===== src/rtl/dma_seq_pkg.sv =====
package dma_seq_pkg;
  localparam int BURST_POW_MAX = 10;
  localparam int BURST_CNT_W   = BURST_POW_MAX + 1;
  localparam int STEP_W        = 5;

  // configuration word fields
  localparam int CF_PERIPH   = 0;
  localparam int CF_HWTRIG   = 1;
  localparam int CF_POL      = 4;
  localparam int CF_LEVEL    = 5;
  localparam int CF_BURST    = 6;
  localparam int CF_BPOW_LO  = 8;
  localparam int CF_SWRAP    = 14;
  localparam int CF_DWRAP    = 15;
  localparam int CF_PRIO_LO  = 16;

  // transfer-control word fields
  localparam int XF_VALID    = 0;
  localparam int XF_RELOAD   = 1;
  localparam int XF_SWTRIG   = 2;
  localparam int XF_CLRTRIG  = 3;
  localparam int XF_FLAGA    = 4;
  localparam int XF_FLAGB    = 5;
  localparam int XF_WID_LO   = 8;
  localparam int XF_SINC_LO  = 12;
  localparam int XF_DINC_LO  = 14;
  localparam int XF_CNT_LO   = 16;
  localparam int XF_CNT_W    = 10;

  // bytes moved per step: increment code scales the element width
  function automatic logic [STEP_W-1:0] step_bytes(input logic [1:0] inc_code,
                                                   input logic [1:0] wid_code);
    logic [1:0] w;
    w = (wid_code == 2'd3) ? 2'd2 : wid_code;
    if (inc_code == 2'd0) return '0;
    return STEP_W'((5'd1 << (inc_code - 2'd1)) << w);
  endfunction

  // requests in one burst, exponent clamped to the legal maximum
  function automatic logic [BURST_CNT_W-1:0] burst_beats(input logic [3:0] pow);
    logic [3:0] p;
    p = (pow > 4'(BURST_POW_MAX)) ? 4'(BURST_POW_MAX) : pow;
    return BURST_CNT_W'(1) << p;
  endfunction
endpackage


===== src/rtl/dma_trig_cond.sv =====
module dma_trig_cond (
  input  logic clk,
  input  logic rst_n,
  input  logic trig_in,
  input  logic active_high,
  input  logic level_mode,
  input  logic arm,
  output logic evt,
  output logic edge_seen
);
  logic trig_s, trig_s2;
  logic hit, was;

  always_ff @(posedge clk or negedge rst_n) begin
    if (!rst_n) begin
      trig_s  <= 1'b0;
      trig_s2 <= 1'b0;
    end else begin
      trig_s  <= trig_in;
      trig_s2 <= trig_s;
    end
  end

  assign hit       = (trig_s == active_high);
  assign was       = (trig_s2 == active_high);
  assign edge_seen = hit & ~was;
  assign evt       = arm & (level_mode ? hit : edge_seen);

  // an edge with unchanged polarity cannot be reported on two adjacent cycles
  a_r5_edge_single: assert property (@(posedge clk) disable iff (!rst_n)
    edge_seen |=> (!$stable(active_high) || !edge_seen));
endmodule


===== src/rtl/dma_addr_walker.sv =====
module dma_addr_walker #(
  parameter int AW = 32,
  parameter int SW = 5
) (
  input  logic          clk,
  input  logic          rst_n,
  input  logic          load,
  input  logic [AW-1:0] base,
  input  logic          beat,
  input  logic [SW-1:0] step,
  input  logic          wrap,
  input  logic          burst_start,
  input  logic          burst_end,
  output logic [AW-1:0] addr,
  output logic          wrap_evt
);
  logic [AW-1:0] origin;

  assign wrap_evt = beat & burst_end & wrap;

  always_ff @(posedge clk or negedge rst_n) begin
    if (!rst_n) begin
      addr   <= '0;
      origin <= '0;
    end else if (load) begin
      addr   <= base;
      origin <= base;
    end else begin
      if (burst_start) origin <= addr;
      if (wrap_evt)    addr <= origin;
      else if (beat)   addr <= addr + AW'(step);
    end
  end

  // a wrapping burst end puts the address back at the burst start
  a_r7_wrap_home: assert property (@(posedge clk) disable iff (!rst_n)
    (wrap_evt && !load) |=> addr == $past(origin));
endmodule


===== src/rtl/dma_chan_seq.sv =====
module dma_chan_seq
  import dma_seq_pkg::*;
#(
  parameter int AW     = 32,
  parameter int WORD_W = 32
) (
  input  logic              clk,
  input  logic              rst_n,
  input  logic              chan_en,
  input  logic [WORD_W-1:0] cfg_word,
  input  logic [WORD_W-1:0] xfer_word,
  input  logic [AW-1:0]     src_base,
  input  logic [AW-1:0]     dst_base,
  input  logic              desc_load,
  input  logic              periph_req,
  input  logic              hw_trig,
  input  logic              abort,
  input  logic              req_ready,
  input  logic              reload_ack,
  output logic              req_valid,
  output logic [AW-1:0]     req_src,
  output logic [AW-1:0]     req_dst,
  output logic [1:0]        req_width,
  output logic              done_a,
  output logic              done_b,
  output logic              reload_req,
  output logic [2:0]        chan_stat,
  output logic [1:0]        chan_prio
);
  localparam int SIDES = 2;

  logic [WORD_W-1:0]      xf_q;
  logic                   valid_q, trig_q, trig_d, in_burst_q;
  logic [XF_CNT_W-1:0]    rem_q;
  logic [BURST_CNT_W-1:0] bleft_q;

  // named internal events
  logic load_now, beat, last_beat, burst_fin, start_burst, trig_evt, edge_seen;
  logic hw_mode;

  assign hw_mode     = cfg_word[CF_HWTRIG];
  assign load_now    = desc_load | (reload_req & reload_ack);
  assign req_valid   = in_burst_q & chan_en & ~abort &
                       (~cfg_word[CF_PERIPH] | periph_req);
  assign beat        = req_valid & req_ready;
  assign last_beat   = beat & (rem_q == '0);
  assign burst_fin   = beat & ((bleft_q == '0) | (rem_q == '0));
  assign start_burst = valid_q & trig_q & ~in_burst_q & ~abort & ~load_now;

  dma_trig_cond u_trig (
    .clk        (clk),
    .rst_n      (rst_n),
    .trig_in    (hw_trig),
    .active_high(cfg_word[CF_POL]),
    .level_mode (cfg_word[CF_LEVEL]),
    .arm        (hw_mode & valid_q),
    .evt        (trig_evt),
    .edge_seen  (edge_seen)
  );

  always_comb begin
    trig_d = trig_q;
    if (burst_fin & hw_mode)           trig_d = 1'b0;
    if (last_beat & xf_q[XF_CLRTRIG])  trig_d = 1'b0;
    if (load_now & xfer_word[XF_SWTRIG]) trig_d = 1'b1;
    if (trig_evt)                      trig_d = 1'b1;
  end

  always_ff @(posedge clk or negedge rst_n) begin
    if (!rst_n) begin
      xf_q <= '0; valid_q <= 1'b0; trig_q <= 1'b0; in_burst_q <= 1'b0;
      rem_q <= '0; bleft_q <= '0; reload_req <= 1'b0;
      done_a <= 1'b0; done_b <= 1'b0;
    end else if (abort) begin
      valid_q <= 1'b0; trig_q <= 1'b0; in_burst_q <= 1'b0;
      rem_q <= '0; bleft_q <= '0; reload_req <= 1'b0;
      done_a <= 1'b0; done_b <= 1'b0;
    end else begin
      done_a <= last_beat & xf_q[XF_FLAGA];
      done_b <= last_beat & xf_q[XF_FLAGB];
      trig_q <= trig_d;
      if (load_now) begin
        xf_q       <= xfer_word;
        valid_q    <= xfer_word[XF_VALID];
        rem_q      <= xfer_word[XF_CNT_LO +: XF_CNT_W];
        reload_req <= 1'b0;
      end else begin
        if (last_beat) begin
          valid_q    <= 1'b0;
          reload_req <= xf_q[XF_RELOAD];
        end
        if (beat && rem_q != '0) rem_q <= rem_q - 1'b1;
      end
      if (start_burst) begin
        in_burst_q <= 1'b1;
        bleft_q    <= cfg_word[CF_BURST] ?
                      burst_beats(cfg_word[CF_BPOW_LO +: 4]) - 1'b1 : '0;
      end else if (burst_fin) begin
        in_burst_q <= 1'b0;
      end else if (beat) begin
        bleft_q <= bleft_q - 1'b1;
      end
    end
  end

  // source and destination walkers share one structure
  logic [AW-1:0]     base_a [SIDES];
  logic [STEP_W-1:0] step_a [SIDES];
  logic              wrap_a [SIDES];
  logic [AW-1:0]     addr_a [SIDES];
  logic              wev_a  [SIDES];

  assign base_a[0] = src_base;
  assign base_a[1] = dst_base;
  assign step_a[0] = step_bytes(xf_q[XF_SINC_LO +: 2], xf_q[XF_WID_LO +: 2]);
  assign step_a[1] = step_bytes(xf_q[XF_DINC_LO +: 2], xf_q[XF_WID_LO +: 2]);
  assign wrap_a[0] = cfg_word[CF_SWRAP];
  assign wrap_a[1] = cfg_word[CF_DWRAP];

  for (genvar g = 0; g < SIDES; g++) begin : g_side
    dma_addr_walker #(.AW(AW), .SW(STEP_W)) u_walk (
      .clk        (clk),
      .rst_n      (rst_n),
      .load       (load_now),
      .base       (base_a[g]),
      .beat       (beat),
      .step       (step_a[g]),
      .wrap       (wrap_a[g]),
      .burst_start(start_burst),
      .burst_end  (burst_fin),
      .addr       (addr_a[g]),
      .wrap_evt   (wev_a[g])
    );
  end

  assign req_src   = addr_a[0];
  assign req_dst   = addr_a[1];
  assign req_width = xf_q[XF_WID_LO +: 2];
  assign chan_stat = {trig_q, 1'b0, valid_q};
  assign chan_prio = cfg_word[CF_PRIO_LO +: 2];

  a_r8_periph_gate: assert property (@(posedge clk) disable iff (!rst_n)
    (cfg_word[CF_PERIPH] && !periph_req) |-> !req_valid);
  a_r12_enable_gate: assert property (@(posedge clk) disable iff (!rst_n)
    !chan_en |-> !req_valid);
  a_r11_abort_idle: assert property (@(posedge clk) disable iff (!rst_n)
    abort |=> (!req_valid && chan_stat == 3'b000 && !reload_req));
  a_r9_last_clears_valid: assert property (@(posedge clk) disable iff (!rst_n)
    (last_beat && !load_now) |=> !chan_stat[0]);
  a_r6_burst_gap: assert property (@(posedge clk) disable iff (!rst_n)
    (burst_fin && !abort) |=> !req_valid);
  a_r10_reload_hold: assert property (@(posedge clk) disable iff (!rst_n)
    (reload_req && !reload_ack && !abort) |=> reload_req);
  a_r2_valid_needs_desc: assert property (@(posedge clk) disable iff (!rst_n)
    req_valid |-> chan_stat[0]);
endmodule


===== config.mk =====
export PLATFORM = sky130hd
export DESIGN_NAME = dma_chan_seq
export DESIGN_NICKNAME = d
export VERILOG_FILES = /design/src/rtl/dma_seq_pkg.sv /design/src/rtl/dma_trig_cond.sv /design/src/rtl/dma_addr_walker.sv /design/src/rtl/dma_chan_seq.sv
export SDC_FILE = /design/constraint.sdc
export NUM_CORES = 1
export LEC_CHECK = 0
export ABC_AREA = 1
export BUFFER_PORTS_ARGS = -buffer_cell sky130_fd_sc_hd__buf_2
export CAP_MARGIN = 0
export CORE_MARGIN = 4
export CORE_UTILIZATION = 50
export DETAILED_ROUTE_END_ITERATION = 10
export PLACE_DENSITY_LB_ADDON = 0.15
export SETUP_SLACK_MARGIN = 0.1
export SLEW_MARGIN = 25
export SYNTH_ARGS = -nofsm -noshare
export SYNTH_HDL_FRONTEND = slang
export SYNTH_SLANG_ARGS = --single-unit
export TNS_END_PERCENT = 20

===== constraint.sdc =====
create_clock -name clk -period 3.35 [get_ports clk]
set_clock_uncertainty 0.15 [all_clocks]
set_input_delay 1.005 -clock clk [delete_from_list [all_inputs] [get_ports clk]]
set_output_delay 1.005 -clock clk [all_outputs]
set_load 0.01 [all_outputs]

==> metrics.txt, run 1 <==
# TYPE chip_impl_metric gauge
chip_impl_metric{name="grt_pass1_vias",unit=""} 10700
chip_impl_metric{name="worst_ir_drop_vdd",unit="mV"} 0.296
chip_impl_info{name="crit_chain",value="nand2_1 -> o22ai_1 -> inv_1 -> fa_1 -> o21ai_1 -> nand2_1 -> nand2_2 -> nand2_1 -> o21ai_0 -> nand3_1 -> nand3_1 -> nand2_1"} 1
chip_impl_metric{name="timing.hold.worst_path_depth",unit=""} 0
chip_impl_info{name="critPathSlowestCell",value="fa_1"} 1
chip_impl_info{name="run_status",value="finished clean"} 1
chip_impl_metric{name="drt_iter0_drc",unit=""} 697
chip_impl_metric{name="number_of_nets_in_the_final_layout",unit=""} 1895
chip_impl_metric{name="finalSetupTns",unit="ns"} 0
chip_impl_info{name="gr-max-usage-layer",value="met2"} 1
chip_impl_metric{name="netlist-cell-type-count",unit=""} 50
chip_impl_metric{name="antenna_violations_before_repair",unit=""} 1
chip_impl_metric{name="global_route.usage.met2",unit="%"} 44.6
chip_impl_metric{name="dieArea",unit="um^2"} 24600
chip_impl_metric{name="finalCriticalPeriod",unit="ns"} 3.04
chip_impl_metric{name="synthToLayoutAreaGrowth",unit="%"} 15.5
chip_impl_metric{name="seq_area_frac_synth",unit="%"} 37.8
chip_impl_metric{name="tritoncts.num_buffers",unit=""} 17
chip_impl_metric{name="detailed_place_hpwl",unit="um"} 23300
chip_impl_metric{name="critPathMaxFanout",unit=""} 10
chip_impl_metric{name="clk_latency",unit="ns"} 0.43
chip_impl_info{name="endpoint_kind",value="flip-flop"} 1
chip_impl_metric{name="postCtsResizedCells",unit=""} 0
chip_impl_info{name="tritoncts",value="yes"} 1
chip_impl_metric{name="final.hold.worst_slack",unit="ns"} 0.264
chip_impl_metric{name="floorplan.initialDensity",unit="%"} 50.7
chip_impl_metric{name="setup.reg_to_reg.worst_slack",unit="ns"} 0.31
chip_impl_metric{name="cts_buffer_depth",unit=""} 2
chip_impl_info{name="yosysMostFrequentCell",value="nand2_1"} 1
chip_impl_metric{name="die_h",unit="um"} 157
chip_impl_metric{name="worstMarginPinSlew",unit="ns"} 0.839
chip_impl_metric{name="synth_area",unit="um^2"} 11100
chip_impl_metric{name="asyncSetResetFlopFracSynth",unit="%"} 100
chip_impl_info{name="hold_path_startpoint",value="u_trig.trig_s$_DFF_PN0_"} 1
chip_impl_metric{name="core.rowCount",unit=""} 54
chip_impl_metric{name="relative_max_transition_margin",unit="%"} 44.0
chip_impl_metric{name="power_density",unit="nW/um^2"} 455
chip_impl_metric{name="routedWlPerCell",unit="um"} 16.2
chip_impl_metric{name="path_clk_slew",unit="ns"} 0.07
chip_impl_metric{name="globalRouteTotalUtil",unit="%"} 27.1
chip_impl_info{name="timing.rr.start",value="xf_q[8]$_DFFE_PN0P_"} 1
chip_impl_info{name="synth_commonest_cells",value="nand2_1, inv_1, nand3_1"} 1
chip_impl_metric{name="worst_path_largest_cell_delay",unit="ns"} 0.44
chip_impl_metric{name="synthesized_flop_and_latch_total",unit=""} 167
chip_impl_info{name="critical-path-top-cell-by-count",value="nand2_1"} 1
chip_impl_metric{name="clock_sink_count",unit=""} 167
chip_impl_info{name="r2r-end",value="g_side[0].u_walk.addr[24]$_DFFE_PN0P_"} 1
chip_impl_metric{name="lkg_pwr",unit="nW"} 6.46
chip_impl_info{name="min_path_type",value="flip-flop to flip-flop"} 1
chip_impl_info{name="netlist_top_cells_area",value="dfrtp_1, nand2_1, nand3_1"} 1
chip_impl_info{name="clockRootBuffer",value="clkbuf_16"} 1
chip_impl_metric{name="die_w",unit="um"} 157
chip_impl_info{name="cp-start-kind",value="flip-flop"} 1
chip_impl_metric{name="period_share",unit="%"} 90.8
chip_impl_metric{name="final.setup.worst_slack",unit="ns"} 0.308
chip_impl_metric{name="fmax",unit="GHz"} 0.329
chip_impl_metric{name="ys.warnings.count",unit=""} 0
chip_impl_metric{name="floorplan.core_area",unit="um^2"} 21800
chip_impl_metric{name="grt_start_max_net_pins",unit=""} 96
chip_impl_metric{name="met3_usage",unit="%"} 4.70
chip_impl_metric{name="grt_pass1_wl",unit="um"} 54000
chip_impl_info{name="rsz0062_at_grt",value="no"} 1
chip_impl_metric{name="synth.net_count",unit=""} 1740
chip_impl_metric{name="post-layout-total-power",unit="W"} 0.00582
chip_impl_metric{name="total_congestion_overflow",unit=""} 0
chip_impl_metric{name="cts_hold_buffers",unit=""} 0
chip_impl_metric{name="report.final.hold_viol_count",unit=""} 0
chip_impl_metric{name="count_of_final_setup_violators",unit=""} 0
chip_impl_metric{name="area_share_of_the_leading_cell_type_in_the_synthesized_netlist",unit="%"} 37.8
chip_impl_metric{name="timing.critical_path.required",unit="ns"} 3.53
chip_impl_metric{name="cts_max_level",unit=""} 4
chip_impl_metric{name="drive_above_1_share",unit="%"} 16.3
chip_impl_info{name="hold_path_end",value="u_trig.trig_s2$_DFF_PN0_"} 1
chip_impl_metric{name="fillers",unit=""} 2104
chip_impl_info{name="worst-setup-path-type",value="flip-flop to flip-flop"} 1
chip_impl_metric{name="syn_avg_cell_area",unit="um^2"} 6.97
chip_impl_metric{name="number_of_flops_mapped_to_enable_cells_by_yosys",unit=""} 0
chip_impl_metric{name="detailedRoute.firstPassIterationCount",unit=""} 6
chip_impl_metric{name="io_buffer_count",unit=""} 177
chip_impl_metric{name="drcViolationCount",unit=""} 0
chip_impl_info{name="synth.largest_area_cell",value="dfrtp_1"} 1
chip_impl_metric{name="viasPerCell",unit=""} 5.51
chip_impl_metric{name="critical_path_arrival",unit="ns"} 3.22
chip_impl_metric{name="drv.max_cap_violation_count",unit=""} 0
chip_impl_metric{name="rr_worst_depth",unit=""} 12
chip_impl_metric{name="gp_routability_congestion",unit=""} 0.923
chip_impl_metric{name="postRouteWirelength",unit="um"} 33000
chip_impl_metric{name="final_ant_viol_nets",unit=""} 0
chip_impl_metric{name="gr-usage-met1",unit="%"} 37.1
chip_impl_metric{name="preCtsSetupSlack",unit="ns"} 0.277
chip_impl_info{name="synth_ff_type",value="dfrtp_1"} 1
chip_impl_metric{name="drv_slew",unit=""} 0
chip_impl_metric{name="num_vias",unit=""} 11200
chip_impl_metric{name="synthCells",unit=""} 1588
chip_impl_metric{name="ios",unit=""} 212
chip_impl_metric{name="count_of_buffers_added_by_post_cts_timing_repair_for_setup",unit=""} 0
-- worst max-delay path, delay by kind of cell (launching register included) --
family	cells	cell delay [ns]
DFF	1	0.41
and+or+nand+nor	7	0.97
buffers and inverters	1	0.11
adders and majority gates	1	0.44
AOI/OAI and AO/OA	3	0.86
-- flip-flops by register name (all words and copies together), names as in the netlist, 10 cells and up --
name,cells
bleft_q,11
rem_q,10
g_side.u_walk.addr,64
g_side.u_walk.origin,64
xf_q,10
-- kinds of logic (layout without fill, tap and decap cells) --
| group | Yosys count | count (layout) | share of synthesized area (%) |
|---|---|---|---|
| AOI/OAI and AO/OA | 272 | 272 | 15.5 |
| and+or+nand+nor | 821 | 821 | 32.1 |
| muxes | 5 | 5 | 0.497 |
| DFF | 167 | 167 | 37.8 |
| xor gates and xnor gates | 25 | 25 | 1.98 |
| buffers and inverters | 282 | 450 | 10.3 |
| other | 1 | 2 | 0.0339 |
| adders and majority gates | 15 | 15 | 1.83 |
-- worst max-delay path by stage --
stage                              startpoint                                    end  slack, ns  depth (start not counted)
after global routing      xf_q[9]$_DFFE_PN0P_  g_side[0].u_walk.addr[24]$_DFFE_PN0P_       0.10                         13
final                     xf_q[8]$_DFFE_PN0P_  g_side[0].u_walk.addr[24]$_DFFE_PN0P_       0.31                         12
after CTS                 xf_q[9]$_DFFE_PN0P_  g_side[0].u_walk.addr[24]$_DFFE_PN0P_       0.25                         13
after detailed placement  xf_q[9]$_DFFE_PN0P_  g_side[0].u_walk.addr[24]$_DFFE_PN0P_       0.28                         13
after global placement             reload_ack                   rem_q[7]$_DFFE_PN0P_       0.34                         11
after floorplan           xf_q[9]$_DFFE_PN0P_  g_side[0].u_walk.addr[24]$_DFFE_PN0P_       0.71                         13
-- power breakdown --
part           total (W)  switching, W  internal, W
logic            0.00150      0.000937     0.000566
clock network    0.00183      0.000880     0.000954
registers        0.00248      0.000235      0.00224
-- cell type report --
type,instances,area (um^2),area share (%)
clock inverters,13,100,0.783
clock buffers,19,433,3.39
diodes,1,2.50,0.0196
flip-flops and latches,167,4180,32.7
well taps,280,350,2.74
multi-input cells,1139,5750,45.0
inverters,216,812,6.35
repair buffers,202,1150,9.03
-- metrics by stage --
step | std cells | cell area [um^2] | util, %
after global placement | 2004 | 12300 | 56.1
after CTS | 2036 | 12800 | 58.6
after detailed placement | 2004 | 12300 | 56.1
after floorplan | 1588 | 11100 | -
final | 2037 | 12800 | 58.6
after global routing | 2037 | 12800 | 58.6
-- metal layers --
layer | share of wire, % | vias up | routed length [um]
met5 | 0 | - | 0
met4 | 2.2 | 0 | 723
met3 | 6.1 | 56 | 2010
met2 | 47 | 376 | 15600
met1 | 45 | 5260 | 14700
li1 | - | 5535 | -
-- layout by cell type, fill, tap and decap left out, drive strengths merged, types with 5 or more instances in the layout --
master	netlist	final
nand3	185	185
nor2	141	141
nor3	20	20
clkinv	2	5
buf	40	202
o21bai	5	5
inv	214	216
clkbuf	26	19
o22ai	11	11
or2	7	7
xor2	19	19
o21ai	94	94
a21oi	60	60
a31oi	12	12
o221ai	22	22
nand2	439	439
ha	13	13
xnor2	6	6
nand4	26	26
dfrtp	167	167
o211ai	57	57
clkinvlp	0	8
(Power assumes the default switching activity.)
==> run 2, diff against run 1 <==
--- a/config.mk
+++ b/config.mk
@@ -12,6 +12,7 @@
 export CORE_UTILIZATION = 50
 export DETAILED_ROUTE_END_ITERATION = 10
 export PLACE_DENSITY_LB_ADDON = 0.15
+export RECOVER_POWER = 50
 export SETUP_SLACK_MARGIN = 0.1
 export SLEW_MARGIN = 25
 export SYNTH_ARGS = -nofsm -noshare
==> metrics.txt, run 2 (synthesis gave the netlist of run 1 again) <==
# TYPE chip_impl_metric gauge
chip_impl_metric{name="routedWlPerCell",unit="um"} 16.2
chip_impl_metric{name="regArea",unit="um^2"} 4180
chip_impl_metric{name="relative_max_transition_margin",unit="%"} -16.0
chip_impl_metric{name="gp_routability_congestion",unit=""} 0.923
chip_impl_metric{name="antenna_violations_before_repair",unit=""} 1
chip_impl_metric{name="io_buffer_count",unit=""} 177
chip_impl_metric{name="period_share",unit="%"} 90.4
chip_impl_metric{name="report.final.hold_viol_count",unit=""} 0
chip_impl_metric{name="num_vias",unit=""} 11200
chip_impl_metric{name="clk_latency",unit="ns"} 0.43
chip_impl_metric{name="synthToLayoutAreaGrowth",unit="%"} 14.6
chip_impl_info{name="clockRootBuffer",value="clkbuf_16"} 1
chip_impl_metric{name="dpl-instance-area",unit="um^2"} 12300
chip_impl_metric{name="drv_slew",unit=""} 68
chip_impl_metric{name="drt_iter0_drc",unit=""} 747
chip_impl_info{name="min_path_type",value="flip-flop to flip-flop"} 1
chip_impl_info{name="run_status",value="finished, violations left"} 1
chip_impl_metric{name="fmax",unit="GHz"} 0.330
chip_impl_info{name="leading_cell_type_in_the_layout_fill_and_taps_excluded",value="nand2_1"} 1
chip_impl_metric{name="timing.critical_path.required",unit="ns"} 3.53
chip_impl_metric{name="buffers_inverters_on_critical_path",unit=""} 1
chip_impl_metric{name="worstMarginPinSlew",unit="ns"} 1.74
chip_impl_metric{name="drive_above_1_share",unit="%"} 14.5
chip_impl_metric{name="drv.max_cap_violation_count",unit=""} 1
chip_impl_info{name="critPathSlowestCell",value="fa_1"} 1
chip_impl_info{name="worst_path_dominant_cell_family",value="simple AND/OR/NAND/NOR gates"} 1
chip_impl_metric{name="detailedRoute.firstPassIterationCount",unit=""} 5
chip_impl_info{name="rsz0062_at_grt",value="no"} 1
chip_impl_metric{name="power_density",unit="nW/um^2"} 457
chip_impl_metric{name="count_of_final_setup_violators",unit=""} 0
chip_impl_metric{name="combined_area_of_the_multi_input_logic_cells",unit="um^2"} 5740
chip_impl_info{name="endpoint_kind",value="flip-flop"} 1
chip_impl_metric{name="floorplan.core_area",unit="um^2"} 21800
chip_impl_metric{name="number_of_nets_in_the_final_layout",unit=""} 1895
chip_impl_metric{name="floorplan.initialDensity",unit="%"} 50.7
chip_impl_metric{name="ios",unit=""} 212
chip_impl_info{name="failed_checks",value="capacitance limit, slew limit"} 1
chip_impl_metric{name="detailed_place_hpwl",unit="um"} 23300
chip_impl_metric{name="placed_cells_incl_taps",unit=""} 2004
chip_impl_metric{name="critPathMaxFanout",unit=""} 10
chip_impl_metric{name="total_congestion_overflow",unit=""} 0
chip_impl_metric{name="worst_path_largest_cell_delay",unit="ns"} 0.44
chip_impl_metric{name="finalCriticalPeriod",unit="ns"} 3.03
chip_impl_info{name="biggestRegsByFlops",value="g_side.u_walk.addr x64, g_side.u_walk.origin x64, bleft_q x11"} 1
chip_impl_metric{name="finalSetupTns",unit="ns"} 0
chip_impl_metric{name="drcViolationCount",unit=""} 0
chip_impl_info{name="cp-start-kind",value="flip-flop"} 1
chip_impl_metric{name="dieArea",unit="um^2"} 24600
chip_impl_metric{name="grt_pass1_wl",unit="um"} 54000
chip_impl_metric{name="grt_start_max_net_pins",unit=""} 96
chip_impl_metric{name="die_h",unit="um"} 157
chip_impl_metric{name="fillers",unit=""} 2122
chip_impl_info{name="worst-setup-path-type",value="flip-flop to flip-flop"} 1
chip_impl_metric{name="postRouteWirelength",unit="um"} 33100
chip_impl_info{name="critical-path-top-cell-by-count",value="nand2_1"} 1
chip_impl_metric{name="grt_pass1_vias",unit=""} 10700
chip_impl_metric{name="critical_path_arrival",unit="ns"} 3.20
chip_impl_metric{name="viasPerCell",unit=""} 5.50
chip_impl_metric{name="final_ant_viol_nets",unit=""} 0
chip_impl_metric{name="clock_sink_count",unit=""} 167
chip_impl_metric{name="path_clk_slew",unit="ns"} 0.07
chip_impl_metric{name="cts_hold_buffers",unit=""} 0
chip_impl_info{name="final_cell_mix",value="nand2_1, inv_1, nand3_1"} 1
chip_impl_metric{name="final_design_area_no_fill",unit="um^2"} 12700
chip_impl_metric{name="cts_max_level",unit=""} 4
chip_impl_metric{name="cts_buffer_depth",unit=""} 2
chip_impl_metric{name="core.rowCount",unit=""} 54
chip_impl_metric{name="fin_cells",unit=""} 2037
chip_impl_metric{name="die_w",unit="um"} 157
chip_impl_metric{name="globalRouteTotalUtil",unit="%"} 27.1
chip_impl_info{name="tritoncts",value="yes"} 1
chip_impl_metric{name="tritoncts.num_buffers",unit=""} 17
chip_impl_info{name="crit_chain",value="nand2_1 -> o22ai_1 -> inv_1 -> fa_1 -> o21ai_1 -> nand2_1 -> nand2_2 -> nand2_1 -> o21ai_0 -> nand3_1 -> nand3_1 -> nand2_1"} 1
chip_impl_metric{name="lkg_pwr",unit="nW"} 6.34
chip_impl_metric{name="worst_ir_drop_vdd",unit="mV"} 0.298
-- run 2: cell count changes in the layout (fill, tap and decap cells not counted), moves of 2 or more --
cell      before  now
buf_12         6    4
buf_2        176  149
buf_4         19   16
clkbuf_1       2   30
clkbuf_2       0    4
-- run 2: per-stage QoR --
stage / hold slack [ns] / total power, W / utilization [%] / setup slack [ns]
finish: 0.264 / 0.00580 / 58.2 / 0.323
detailed placement: 0.248 / 0.00400 / 56.1 / 0.277
CTS: 0.262 / 0.00584 / 58.6 / 0.248
global route: 0.266 / 0.00615 / 58.2 / 0.0978
floorplan: 0.225 / 0.00349 / - / 0.713
global placement: 0.235 / 0.00397 / 56.1 / 0.338
-- run 2: path summary, 6_finish.rpt --
kind                                    startpoint                                      end  slack [ns]  cells after the start
hold reg to reg            u_trig.trig_s$_DFF_PN0_                 u_trig.trig_s2$_DFF_PN0_        0.26                      0
hold / removal             u_trig.trig_s$_DFF_PN0_                 u_trig.trig_s2$_DFF_PN0_        0.26                      0
min in group asynchronous                    rst_n                   bleft_q[2]$_DFFE_PN0P_        0.86                      1
setup / recovery               xf_q[8]$_DFFE_PN0P_    g_side[0].u_walk.addr[24]$_DFFE_PN0P_        0.32                     12
max in group asynchronous                    rst_n  g_side[0].u_walk.origin[22]$_DFFE_PN0P_        0.63                      2
setup reg to reg               xf_q[8]$_DFFE_PN0P_    g_side[0].u_walk.addr[24]$_DFFE_PN0P_        0.32                     12
-- run 2: where the power goes --
part | internal [W] | switching [W] | total, W
clock network | 0.000954 | 0.000882 | 0.00184
registers | 0.00224 | 0.000236 | 0.00248
logic | 0.000551 | 0.000931 | 0.00148
total | 0.00375 | 0.00205 | 0.00580
-- run 2: final cells by class --
cell class	count	share of cell area (%)
multi-input cells	1139	45.2
flip-flops and latches	167	32.9
inverters	216	6.40
clock buffers	19	3.41
well taps	280	2.76
repair buffers	202	8.50
clock inverters	13	0.789
diodes	1	0.0197
-- run 2: worst register-to-register path, cell delays in order (launching register included) --
cell     delay (ns)
dfrtp_1        0.41
nand2_1        0.24
o22ai_1        0.37
inv_1          0.10
fa_1           0.44
o21ai_1        0.29
nand2_1        0.11
nand2_2        0.20
nand2_1        0.16
o21ai_0        0.19
nand3_1        0.10
nand3_1        0.11
nand2_1        0.05
-- run 2: repair_timing --
item,CTS,global route
setup endpoints to repair,0,5
resized for setup,0,1
buffers inserted,0,0
-- run 2: layer usage --
metal	GRT usage, %	part of all wire [%]
met1	37.1	45
met2	44.6	47
met3	4.70	6.1
met4	7.56	2.0
met5	0	0
